[src/rtl/ext_to_single_pack.sv]
module ext_to_single_pack #(
  parameter int EXP_W = 16
) (
  input  logic             clk,
  input  logic             rst_n,
  input  logic             in_valid,
  input  logic             in_sign,
  input  logic [EXP_W-1:0] in_exp,
  input  logic [63:0]      in_sig,
  input  logic [2:0]       in_class,
  input  logic [1:0]       rnd_mode,
  input  logic             msk_invalid,
  input  logic             msk_overflow,
  input  logic             msk_underflow,
  input  logic             msk_precision,
  output logic             out_valid,
  output logic             out_we,
  output logic [31:0]      out_word,
  output logic             flag_inv,
  output logic             flag_stk,
  output logic             flag_ovf,
  output logic             flag_unf,
  output logic             flag_prec,
  output logic             flag_up
);
  localparam int EW = EXP_W + 2;
  localparam logic signed [EW-1:0] MIN_E   = -126;
  localparam logic signed [EW-1:0] MAX_E   = 127;
  localparam logic signed [EW-1:0] DEN_OFF = -86;
  localparam logic signed [EW-1:0] SH_MAX  = 127;
  localparam logic [2:0] CL_FIN = 3'd0, CL_ZERO = 3'd1, CL_INF = 3'd2, CL_NAN = 3'd3;

  function automatic logic inc_rule(input logic [1:0] m, input logic s,
                                    input logic lsb, input logic half, input logic rest);
    case (m)
      2'd0:    return half & (rest | lsb);
      2'd1:    return s & (half | rest);
      2'd2:    return ~s & (half | rest);
      default: return 1'b0;
    endcase
  endfunction

  logic signed [EW-1:0] e, n_exp, dsh_raw, biased;
  assign e = {{2{in_exp[EXP_W-1]}}, in_exp};

  // normal range: keep 63:40
  logic [23:0] n_kept;
  logic [24:0] n_sum;
  logic [23:0] n_mant;
  logic        n_inc, n_inexact, n_ovf;
  assign n_kept    = in_sig[63:40];
  assign n_inexact = |in_sig[39:0];
  assign n_inc     = inc_rule(rnd_mode, in_sign, n_kept[0], in_sig[39], |in_sig[38:0]);
  assign n_sum     = {1'b0, n_kept} + 25'(n_inc);
  assign n_mant    = n_sum[24] ? 24'h800000 : n_sum[23:0];
  assign n_exp     = e + EW'(n_sum[24]);
  assign n_ovf     = n_exp > MAX_E;
  assign biased    = n_exp + MAX_E;

  // below normal range: align to weight 2^-149
  logic         tiny, d_inc, d_inexact;
  logic [6:0]   dsh;
  logic [127:0] ext;
  logic [23:0]  d_sum;
  assign tiny      = e < MIN_E;
  assign dsh_raw   = DEN_OFF - e;
  assign dsh       = (dsh_raw > SH_MAX) ? 7'd127 : dsh_raw[6:0];
  assign ext       = {in_sig, 64'd0} >> dsh;
  assign d_inexact = |ext[63:0];
  assign d_inc     = inc_rule(rnd_mode, in_sign, ext[64], ext[63], |ext[62:0]);
  assign d_sum     = {1'b0, ext[86:64]} + 24'(d_inc);

  logic        we_c, inv_c, stk_c, ovf_c, unf_c, prec_c, up_c;
  logic [31:0] word_c;

  always_comb begin
    we_c = 1'b1; word_c = 32'd0;
    inv_c = 1'b0; stk_c = 1'b0; ovf_c = 1'b0; unf_c = 1'b0; prec_c = 1'b0; up_c = 1'b0;
    case (in_class)
      CL_FIN: begin
        if (tiny) begin
          word_c = {in_sign, 7'd0, d_sum};
          if (d_inexact) begin
            unf_c = 1'b1; prec_c = 1'b1; up_c = d_inc;
            we_c  = msk_underflow & msk_precision;
          end
        end else if (n_ovf) begin
          ovf_c = 1'b1; prec_c = 1'b1; up_c = 1'b1;
          we_c   = msk_overflow & msk_precision;
          word_c = {in_sign, 31'h7F800000};
        end else begin
          prec_c = n_inexact; up_c = n_inc;
          word_c = {in_sign, biased[7:0], n_mant[22:0]};
        end
      end
      CL_ZERO: word_c = {in_sign, 31'd0};
      CL_INF:  word_c = {in_sign, 31'h7F800000};
      CL_NAN: begin
        word_c = {in_sign, 8'hFF, in_sig[62:40]};
        if (!in_sig[62]) begin
          inv_c = 1'b1; we_c = msk_invalid; word_c[22] = 1'b1;
        end
      end
      default: begin
        stk_c = 1'b1; inv_c = 1'b1; we_c = msk_invalid;
        word_c = 32'hFFC00000;
      end
    endcase
  end

  always_ff @(posedge clk or negedge rst_n) begin
    if (!rst_n) begin
      out_valid <= 1'b0; out_we <= 1'b0; out_word <= 32'd0;
      {flag_inv, flag_stk, flag_ovf, flag_unf, flag_prec, flag_up} <= 6'd0;
    end else begin
      out_valid <= in_valid;
      out_we    <= in_valid & we_c;
      if (in_valid) out_word <= word_c;
      {flag_inv, flag_stk, flag_ovf, flag_unf, flag_prec, flag_up} <=
        {6{in_valid}} & {inv_c, stk_c, ovf_c, unf_c, prec_c, up_c};
    end
  end
endmodule


[config.mk]
export PLATFORM = sky130hd
export DESIGN_NAME = ext_to_single_pack
export DESIGN_NICKNAME = d
export VERILOG_FILES = /design/src/rtl/ext_to_single_pack.sv
export SDC_FILE = /design/constraint.sdc
export NUM_CORES = 1
export LEC_CHECK = 0
export BUFFER_PORTS_ARGS = -buffer_cell sky130_fd_sc_hd__buf_2
export CAP_MARGIN = 20
export CORE_ASPECT_RATIO = 1.25
export CORE_UTILIZATION = 30
export CTS_CLUSTER_DIAMETER = 100
export DETAILED_ROUTE_END_ITERATION = 8
export MAX_ROUTING_LAYER = met4
export SYNTH_ARGS = -nofsm -noshare
export SYNTH_HDL_FRONTEND = slang
export SYNTH_SLANG_ARGS = --single-unit
[constraint.sdc]
create_clock -name clk -period 1.2 [get_ports clk]
set_input_delay 0.12 -clock clk [delete_from_list [all_inputs] [get_ports clk]]
set_output_delay 0.12 -clock clk [all_outputs]
set_load 0.01 [all_outputs]
Word level (Yosys, flattened, before mapping)
Cells that the tools add are included.
{"block": "op_classes", "mux": 28, "shifts": 1, "eq_ne": 5, "n_reduce_logical": 9, "n_addsub": 5, "bitwise_logic": 15, "magnitude_cmp": 3, "div_mod_pow": 0, "multipliers": 0}
{"op": "one-hot mux 32 bit (4 select lines)", "n": 1}
{"op": "right shift 128 x 7 -> 87 bit", "n": 1}
{"op": "OR reduction 64 bit", "n": 1}
{"op": "OR reduction 63 bit", "n": 1}
{"op": "two-way mux 31 bit", "n": 2}
{"op": "OR reduction 40 bit", "n": 1}
{"op": "OR reduction 39 bit", "n": 1}
{"op": "greater-than comparator 17 x 8 -> 1 bit (second input constant)", "n": 2}
{"op": "adder 24 x 1 -> 25 bit", "n": 1}
{"op": "adder 23 x 1 -> 24 bit", "n": 1}
{"op": "two-way mux 23 bit", "n": 1}
{"op": "two-way mux 1 bit", "n": 19}
{"op": "adder 16 x 2 -> 17 bit", "n": 1}
{"op": "subtractor 8 x 16 -> 17 bit (first input constant)", "n": 1}
{"op": "< comparator 16 x 8 -> 1 bit (second input constant)", "n": 1}
{"op": "bitwise AND 1 bit", "n": 9}
{"op": "one-hot mux 1 bit (3 select lines)", "n": 3}
{"op": "adder 8 bit (second input constant)", "n": 1}
{"op": "two-way mux 7 bit", "n": 1}
{"op": "bitwise AND 6 bit", "n": 1}
{"op": "equality test 3 x 2 -> 1 bit (second input constant)", "n": 2}
{"op": "OR 1 bit", "n": 4}
{"op": "OR reduction 4 bit", "n": 1}
{"op": "equality test 3 x 1 -> 1 bit (second input constant)", "n": 1}
{"op": "other kinds (8)", "n": 8}
{"block": "totals", "latchBits": 0, "ram_bits": 0, "register_bits": 40, "mem_count": 0, "inputBits": 93, "romBits": 0, "out_inout_bits": 40}

Logic depth before layout (Yosys ltp)
Gate-level depths: netlist of the first run.
{"block": "depth", "word_depth": 12, "depth_mapped": 35, "mapped_depth_nobuf": 32}

Least setup slack after synthesis of the first run
Ideal clock, no wire load.
{"block": "synth_path", "kind": "in2reg", "from": "input in_exp[7]", "to": "register out_word[20]", "cell_stages": 28, "arrival_ns": 5.838, "path_slack_ns": -4.764, "t_required_ns": 1.074, "cell_sequence": "clkbuf_1 > nand4_1 > o22ai_1 > mux2_2 > a2111oi_4 > o21ai_2 > buf_2 > buf_6 > buf_2 > clkbuf_1 > nor3_1 > nor2_1 > a22oi_1 > o22ai_1 > nor4_1 > nor3_1 > a31oi_1 > nor3_2 > a311oi_1 > ha_1 > ha_1 > o31ai_1 > nor4_2 > and4_1 > nor4b_2 > xnor2_1 > o21ai_1 > a221o_1"}
{"block": "synth_between", "elab_chain_cells": 11, "elab_cells_between_ends": 18}
{"item": "start: declaration", "line": "8", "rtl": "input logic [EXP_W-1:0] in_exp,"}
{"item": "subtractor 8 x 16 -> 17 bit", "line": "66", "rtl": "assign dsh_raw = DEN_OFF - e;"}
{"item": "greater-than comparator 17 x 8 -> 1 bit", "line": "67", "rtl": "assign dsh = (dsh_raw > SH_MAX) ? 7'd127 : dsh_raw[6:0];"}
{"item": "two-way mux 7 bit", "line": "67"}
{"item": "right shift 128 x 7 -> 87 bit", "line": "68", "rtl": "assign ext = {in_sig, 64'd0} >> dsh;"}
{"item": "OR reduction 63 bit", "line": "70", "rtl": "assign d_inc = inc_rule(rnd_mode, in_sign, ext[64], ext[63], |ext[62:0]);"}
{"item": "OR 1 bit, on equally long branches", "line": "37, 38, 36"}
{"item": "bitwise AND 1 bit, on equally long branches", "line": "38, 36, 37"}
{"item": "one-hot mux 1 bit (3 select lines)", "line": "35", "rtl": "case (m)"}
{"item": "adder 23 x 1 -> 24 bit", "line": "71", "rtl": "assign d_sum = {1'b0, ext[86:64]} + 24'(d_inc);"}
{"item": "two-way mux 31 bit (*)", "line": "81", "rtl": "if (tiny) begin"}
{"item": "one-hot mux 32 bit (4 select lines) (*)", "line": "79", "rtl": "case (in_class)"}
{"item": "end signal: assignment", "line": "118", "rtl": "if (in_valid) out_word <= word_c;"}
{"item": "end: declaration", "line": "18", "rtl": "output logic [31:0] out_word,"}
Mark *: on every way between the ends. The rest lies on a longest branch, timed or not.
A chain may end at the register's enable or synchronous reset.

Final worst setup path of the first run
{"block": "layout_path", "from": "input in_exp[1]", "to": "register out_word[20]"}
Same word-level chain as after synthesis.

==> impl_table.tex, run 1 <==
\begin{tabular}{lr}
\hline
Metric & Value \\
\hline
\multicolumn{2}{l}{\textbf{Run status}} \\
Status & finished with violations \\
Violations in the final reports & setup timing \\
\multicolumn{2}{l}{\textbf{Synthesis}} \\
Number of synthesized register bits & 40 \\
Synth area leaders & dfrtp\_1, nor2\_1, a211oi\_1, nor3\_1, o21ai\_0 \\
Leading cell types by count after synthesis & nor2\_1, nor3\_1, o21ai\_0, a21oi\_1, nand2\_1 \\
Ys flop type & dfrtp\_1 \\
Number of distinct standard cells referenced by the synthesized netlist & just over 80 \\
Top-area cell type share of the netlist area & under 10\% \\
Most common cell in the synthesized netlist & nor2\_1 \\
Number of synthesized flops with an enable pin & 0 \\
Area of the mapped netlist & approximately 11000 sq um \\
Gate count of the mapped netlist & about 1800 \\
Count of yosys warnings during synthesis & 0 \\
Cell taking the most area after synthesis & dfrtp\_1 \\
Average footprint of a synthesized cell & 6.25 sq um \\
Fraction of the yosys area taken by sequential cells & a little under a tenth \\
Async SR Flop Fraction & between 90\% and 100\% \\
Syn\_nets & 1881 \\
\multicolumn{2}{l}{\textbf{STA}} \\
Final setup margin & -4.49 ns \\
Time the final worst path needs with I/O delays and setup & 5.69 ns \\
Tcrit/Tclk final & 474\% \\
Pin slew with the least headroom to its limit & around 0.75 ns \\
Fin Clk Skew & 0 ns \\
Fmax & around 0.18 GHz \\
Setup-violating endpoint count in the final report & 36 \\
RSZ-0062 raised after global routing & yes \\
Worst hold margin & 0.101 ns \\
Max-slew violations & 0 \\
Worst slew slack as a fraction of its limit & about half \\
Final hold violation count & 0 \\
\multicolumn{2}{l}{\textbf{Die}} \\
DIE WIDTH & approximately 170 um \\
Ports & 133 \\
Starting Density & 30.5\% \\
Area of the die & 37800 sq um \\
Overall die height & 217 um \\
Site row count & 78 \\
Core Area & 36400 sq um \\
\multicolumn{2}{l}{\textbf{Detailed routing}} \\
Detailed-router iteration count before antenna repair & 6 \\
Post-detailed-route wirelength per cell & 28.1 um \\
DR vias & 19700 \\
DRC viols & 0 \\
Total wire length & just under 90 mm \\
Count of nets left with antenna violations after detail routing & 0 \\
Vias/cell & 6.29 \\
Initial DRC Count & between 1500 and 2000 \\
\multicolumn{2}{l}{\textbf{Global routing}} \\
Largest net degree at the start of global routing & 42 \\
First-pass GRT wire length & 126 mm \\
Total Routing Usage GR & 46.5\% \\
Number of global-route vias before repair & 19700 \\
Aggregate global routing overflow & 0 \\
Number of antenna violations at the first check in global routing & 2 \\
\multicolumn{2}{l}{\textbf{Layout}} \\
Final net count & roughly 2800 \\
Fillers & 3393 \\
Syn-to-layout area delta & 99.3\% \\
Post-route standard cell area excluding fillers & about 22000 sq um \\
Ratio of cells with drive above 1 in the final layout & a little over half \\
\multicolumn{2}{l}{\textbf{Power and ir drop}} \\
Power share of the clock group & 9.8\% \\
Worst vdd ir & 0.394 mV \\
Total internal power & 7.93 mW \\
Reg power frac & a little under a tenth \\
Leakage power & 9.35 nW \\
P\_sw & 7.59 mW \\
Fraction of power spent switching nets & 48.9\% \\
Logic gate share of total power & 80.7\% \\
Cell Pwr Density & 702 nW/um\^{}2 \\
\multicolumn{2}{l}{\textbf{Placed design}} \\
Place WS & -5.35 ns \\
GPL Wtd Cong & 1.13 \\
Total half-perimeter wirelength after legalization and detailed placement & between 60 and 70 mm \\
Count of port buffers added during placement & between 100 and 150 \\
Instance area at placement & 18200 sq um \\
\multicolumn{2}{l}{\textbf{Worst setup path}} \\
Cell type of the slowest stage on the worst timing path & nor4\_2 \\
Data arrival time at the worst-slack endpoint & 5.87 ns \\
Startpoint types & input port \\
Endpoint kind of the worst setup timing path & register \\
CP dominant cell by count & buf\_4 \\
Worst Path Required & 1.38 ns \\
Peak fanout along the critical path & 4 \\
Critical setup path kind & in2reg \\
Delay of the slowest cell on the worst path & 0.51 ns \\
\multicolumn{2}{l}{\textbf{Clock network}} \\
TritonCTS clock tree & yes \\
Clock-pin transition on the worst setup and hold timing paths & 0.06 ns \\
Max clock buf depth & 2 \\
H-tree depth reported by CTS & 2 \\
Inserted Clock Buffers & 5 \\
Clock network latency to the later pin of the worst-skew pair & 0.29 ns \\
Cell at the root of the clock tree & clkbuf\_16 \\
CTS sink cnt & 40 \\
\multicolumn{2}{l}{\textbf{Worst hold path}} \\
Hold crit path type & in2reg \\
\multicolumn{2}{l}{\textbf{Run}} \\
Maximum Capacitance Violations & 0 \\
\hline
\end{tabular}
critical path: cells and delay by family:
kind	cells	cell delay, ns
xor+xnor	1	0.15
fa+ha+maj	2	0.40
compound gates	11	2.48
buf+inv	7	0.94
simple gates	9	1.75
cells in the final DEF, fill, tap and decap left out, types with 46 or more instances in the layout:
| cell type | n |
|---|---|
| a21oi_1 | 89 |
| o21ai_0 | 97 |
| nor2_1 | 201 |
| nor3_1 | 93 |
| buf_2 | 124 |
| nand3_1 | 70 |
| buf_6 | 46 |
| nand2_1 | 105 |
| buf_4 | 815 |
| a211oi_1 | 74 |
timing repair:
item,CTS,global route
gates resized for setup,352,214
endpoints found under the setup margin,36,36
endpoints found under the hold margin,40,0
setup buffers,77,35
pin swaps,122,126
gates cloned,9,0
hold buffers,1,0
metal layers:
| metal | global-route usage (%) | routed length [um] |
|---|---|---|
| met2 | 76.7 | 40800 |
| met5 | - | 0 |
| met4 | 44.2 | 10600 |
| met1 | 47.1 | 30600 |
| met3 | 7.27 | 6210 |
worst paths after layout:
| path | cells after the start | from | slack [ns] | to |
|---|---|---|---|---|
| worst max-delay path | 30 | in_exp[1] | -4.49 | out_word[20]$_DFFE_PN0P_ |
| min in group asynchronous | 2 | rst_n | 0.19 | out_word[27]$_DFFE_PN0P_ |
| worst min register to register | 2 | out_word[3]$_DFFE_PN0P_ | 0.49 | out_word[3]$_DFFE_PN0P_ |
| worst min-delay path | 3 | msk_precision | 0.10 | out_we$_DFF_PN0_ |
| max in group asynchronous | 3 | rst_n | 0.59 | flag_unf$_DFF_PN0_ |
| worst max register to register | 1 | out_word[20]$_DFFE_PN0P_ | 0.26 | out_word[20]$_DFFE_PN0P_ |
area by class of cell:
| cell class | count | area (sq um) | area share (%) |
|---|---|---|---|
| flip-flops and latches | 40 | 1000 | 4.52 |
| repair buffers | 1041 | 8350 | 37.7 |
| clock inverters | 2 | 35.0 | 0.158 |
| inverters | 19 | 71.3 | 0.322 |
| multi-input cells | 1546 | 11900 | 53.9 |
| diodes | 2 | 5.00 | 0.0226 |
| clock buffers | 6 | 129 | 0.582 |
| well taps | 480 | 601 | 2.71 |
cells by family after synthesis:
| family | after synthesis | share of synthesized area, % |
|---|---|---|
| XOR/XNOR | 47 | 3.71 |
| AO/OA/AOI/OAI | 685 | 42.2 |
| multiplexers | 24 | 2.21 |
| buffers and inverters | 191 | 7.17 |
| adder cells (fa/ha/maj) | 12 | 1.35 |
| flip-flops | 40 | 9.02 |
| AND/OR/NAND/NOR | 777 | 34.3 |
power groups by stage:
stage | Sequential (mW) | Clock [mW] | Combinational, mW
after floorplan | 1.53 | 0 | 4.08
after global placement | 1.50 | 0 | 10.2
after detailed placement | 1.50 | 0 | 10.2
after CTS | 1.48 | 1.54 | 11.4
after global routing | 1.48 | 1.58 | 12.9
final | 1.48 | 1.52 | 12.5
flip-flops by register name, summed over array words and instances (netlist names):
register	flops
out_word	32
flag_inv	1
flag_ovf	1
flag_prec	1
flag_stk	1
flag_unf	1
flag_up	1
out_valid	1
out_we	1
per-stage QoR:
step	std cells	util, %	TNS (ns)	power [mW]
detailed placement	3024	50.1	-174.26	11.7
global placement	3024	50.1	-171.04	11.7
CTS	3106	57.2	-137.24	14.4
finish	3136	60.8	-145.64	15.5
floorplan	1776	-	-136.15	5.62
global route	3136	60.8	-150.94	16.0
(Power assumes the default switching activity.)
==> inputs of run 2 (changes only) <==
Settings changed: MAX_ROUTING_LAYER met4 to not set, SLEW_MARGIN set to 20.
==> impl_table.tex, run 2 (synthesized netlist as in run 1, its figures left out) <==
\begin{tabular}{lr}
\hline
Metric & Value \\
\hline
\multicolumn{2}{l}{\textbf{Clock network}} \\
Clock network latency to the later pin of the worst-skew pair & 0.30 ns (about the same) \\
Clock-pin transition on the worst setup and hold timing paths & 0.06 ns (about the same) \\
Inserted Clock Buffers & 5 (unchanged) \\
CTS sink cnt & 40 (unchanged) \\
Max clock buf depth & 2 (unchanged) \\
TritonCTS clock tree & yes \\
H-tree depth reported by CTS & 2 (unchanged) \\
Cell at the root of the clock tree & clkbuf\_16 \\
\multicolumn{2}{l}{\textbf{STA}} \\
Max-slew violations & 0 (unchanged) \\
Pin slew with the least headroom to its limit & 0.911 ns (+0.164 ns) \\
Worst slew slack as a fraction of its limit & 38.8\% (-11 points) \\
Fmax & 0.171 GHz (-2.8\%) \\
Final setup margin & -4.66 ns (-0.167 ns) \\
Worst hold margin & 0.112 ns (+0.0113 ns) \\
Time the final worst path needs with I/O delays and setup & 5.86 ns (+0.167 ns) \\
RSZ-0062 raised after global routing & yes \\
Fin Clk Skew & 0 ns (unchanged) \\
Final hold violation count & 0 (unchanged) \\
Tcrit/Tclk final & 488\% (+14 points) \\
Setup-violating endpoint count in the final report & 36 (unchanged) \\
\multicolumn{2}{l}{\textbf{Detailed routing}} \\
Post-detailed-route wirelength per cell & 28.2 um (+0.18\%) \\
DRC viols & 0 (unchanged) \\
Total wire length & 89.5 mm (+1.5\%) \\
DR vias & 19900 (+0.99\%) \\
Detailed-router iteration count before antenna repair & 6 (unchanged) \\
Initial DRC Count & 1908 (+8.3\%) \\
Count of nets left with antenna violations after detail routing & 0 (unchanged) \\
Vias/cell & 6.27 (-0.35\%) \\
\multicolumn{2}{l}{\textbf{Placed design}} \\
Count of port buffers added during placement & 132 (unchanged) \\
Instance area at placement & 18400 sq um (+0.62\%) \\
GPL Wtd Cong & 1.12 (-0.71\%) \\
Total half-perimeter wirelength after legalization and detailed placement & 68.8 mm (-1.2\%) \\
Place WS & -5.62 ns (-0.274 ns) \\
\multicolumn{2}{l}{\textbf{Layout}} \\
Syn-to-layout area delta & 104\% \\
Ratio of cells with drive above 1 in the final layout & 54.9\% (+0.71 points) \\
Fillers & 3278 (-3.4\%) \\
Biggest register & out\_word \\
Max reg flops & 32 (unchanged) \\
Multi-input logic area & 12100 sq um (+1.4\%) \\
Leading cell type in the layout, fill and taps excluded & buf\_4 \\
Top library cells by usage in the layout, fill and taps aside & buf\_4, nor2\_1, buf\_2, nand2\_1, a21oi\_1 \\
Final net count & 2801 (+1.6\%) \\
Post-route standard cell area excluding fillers & 22600 sq um (+2.1\%) \\
Sequential cell area in the final layout & 1000 sq um (unchanged) \\
\multicolumn{2}{l}{\textbf{Worst setup path}} \\
Worst Path Required & 1.38 ns (about the same) \\
Delay of the slowest cell on the worst path & 0.47 ns (-0.04 ns) \\
Cell depth of the worst flop-to-flop path & 3 (+2) \\
CP dominant cell by count & buf\_4 \\
Critical setup path kind & in2reg \\
Startpoint types & input port \\
Peak fanout along the critical path & 9 (+5) \\
Data arrival time at the worst-slack endpoint & 6.04 ns (+0.17 ns) \\
Endpoint kind of the worst setup timing path & register \\
Cell type of the slowest stage on the worst timing path & a211oi\_2 \\
\multicolumn{2}{l}{\textbf{Die}} \\
Ports & 133 (unchanged) \\
Starting Density & 30.5\% (unchanged) \\
Core Area & 36400 sq um (unchanged) \\
Site row count & 78 (unchanged) \\
Area of the die & 37800 sq um (unchanged) \\
DIE WIDTH & 174 um (unchanged) \\
Overall die height & 217 um (unchanged) \\
\multicolumn{2}{l}{\textbf{Global routing}} \\
Number of global-route vias before repair & 19800 (+0.66\%) \\
Total Routing Usage GR & 46.1\% (-0.42 points) \\
Largest net degree at the start of global routing & 54 (+29\%) \\
Aggregate global routing overflow & 0 (unchanged) \\
First-pass GRT wire length & 129 mm (+2.3\%) \\
Number of antenna violations at the first check in global routing & 3 (+1) \\
\multicolumn{2}{l}{\textbf{Power and ir drop}} \\
Worst vdd ir & 0.530 mV (+35\%) \\
Cell Pwr Density & 705 nW/um\^{}2 (+0.46\%) \\
Leakage power & 9.59 nW (+2.5\%) \\
\multicolumn{2}{l}{\textbf{Worst hold path}} \\
Hold crit path type & in2reg \\
Hold path cells & 3 (unchanged) \\
\multicolumn{2}{l}{\textbf{Run}} \\
Maximum Capacitance Violations & 0 (unchanged) \\
\multicolumn{2}{l}{\textbf{Run status}} \\
Violations in the final reports & setup timing \\
Status & finished with violations \\
\hline
\end{tabular}
## run 2: cell count changes in the layout (fill, tap and decap cells not counted), moves of 6 or more
cell,change
nor2_4,+7
o21ai_1,-8
buf_4,+48
nor3_4,+9
nor2_2,-6
a21oi_2,-12
nor3_2,-13
a21oi_1,+11
o21ai_2,+8
## run 2: metal layers
metal | global-route usage [%] | vias to the layer above | share of wire [%] | wire [um]
li1 | - | 8726 | - | -
met1 | 48.4 | 9492 | 34 | 30700
met2 | 76.3 | 1241 | 45 | 40600
met3 | 8.61 | 469 | 8.1 | 7290
met4 | 46.5 | 2 | 12 | 10800
met5 | 0.521 | - | 0.015 | 13
## run 2: path summary, 6_finish.rpt
| check | startpoint | endpoint | slack (ns) |
|---|---|---|---|
| worst min register to register | out_word[1]$_DFFE_PN0P_ | out_word[1]$_DFFE_PN0P_ | 0.49 |
| worst min-delay path | msk_precision | out_we$_DFF_PN0_ | 0.11 |
| worst max-delay path | in_exp[0] | out_word[20]$_DFFE_PN0P_ | -4.66 |
| worst max register to register | out_word[17]$_DFFE_PN0P_ | out_word[17]$_DFFE_PN0P_ | 0.04 |
| min in group asynchronous | rst_n | out_word[24]$_DFFE_PN0P_ | 0.41 |
| max in group asynchronous | rst_n | flag_up$_DFF_PN0_ | 0.42 |
## run 2: worst max-delay path: cells and delay by family
kind	cells	cell delay, ns
xor+xnor	1	0.18
buf+inv	9	1.34
fa+ha+maj	2	0.36
compound gates	12	2.52
mux	1	0.34
simple gates	7	1.20
## run 2: cell type report
| cell class | instances | area share (%) |
|---|---|---|
| Clock buffer | 6 | 0.570 |
| Inverter | 19 | 0.327 |
| Tap cell | 480 | 2.66 |
| Multi-Input combinational cell | 1546 | 53.6 |
| Clock inverter | 1 | 0.0222 |
| Timing Repair Buffer | 1084 | 38.4 |
| Antenna cell | 2 | 0.0222 |
| Sequential cell | 40 | 4.43 |
## run 2: where the power goes
group	total, mW	internal (mW)	switching, mW
sequential	1.49	1.43	0.0554
combinational	13.1	5.86	7.27
clock	1.31	0.756	0.553
## run 2: repair_timing
action                                  CTS  global route
gates resized for setup                 471           127
gates cloned                              6             0
buffers inserted                        108            50
hold buffers                              1             0
endpoints found under the setup margin   36            36
pin swaps                               165            95
endpoints found under the hold margin    40             0
## run 2: stage by stage
| step | power [mW] | TNS [ns] | instances | utilization, % |
|---|---|---|---|---|
| 2_1_floorplan | 5.62 | -136.15 | 1776 | - |
| 3_3_place_gp | 11.7 | -181.78 | 3035 | 50.4 |
| 3_5_place_dp | 11.7 | -182.25 | 3035 | 50.4 |
| 4_1_cts | 14.9 | -137.85 | 3136 | 59.5 |
| 5_1_grt | 16.4 | -152.43 | 3177 | 62.1 |
| 6_report | 15.9 | -145.20 | 3178 | 62.1 |
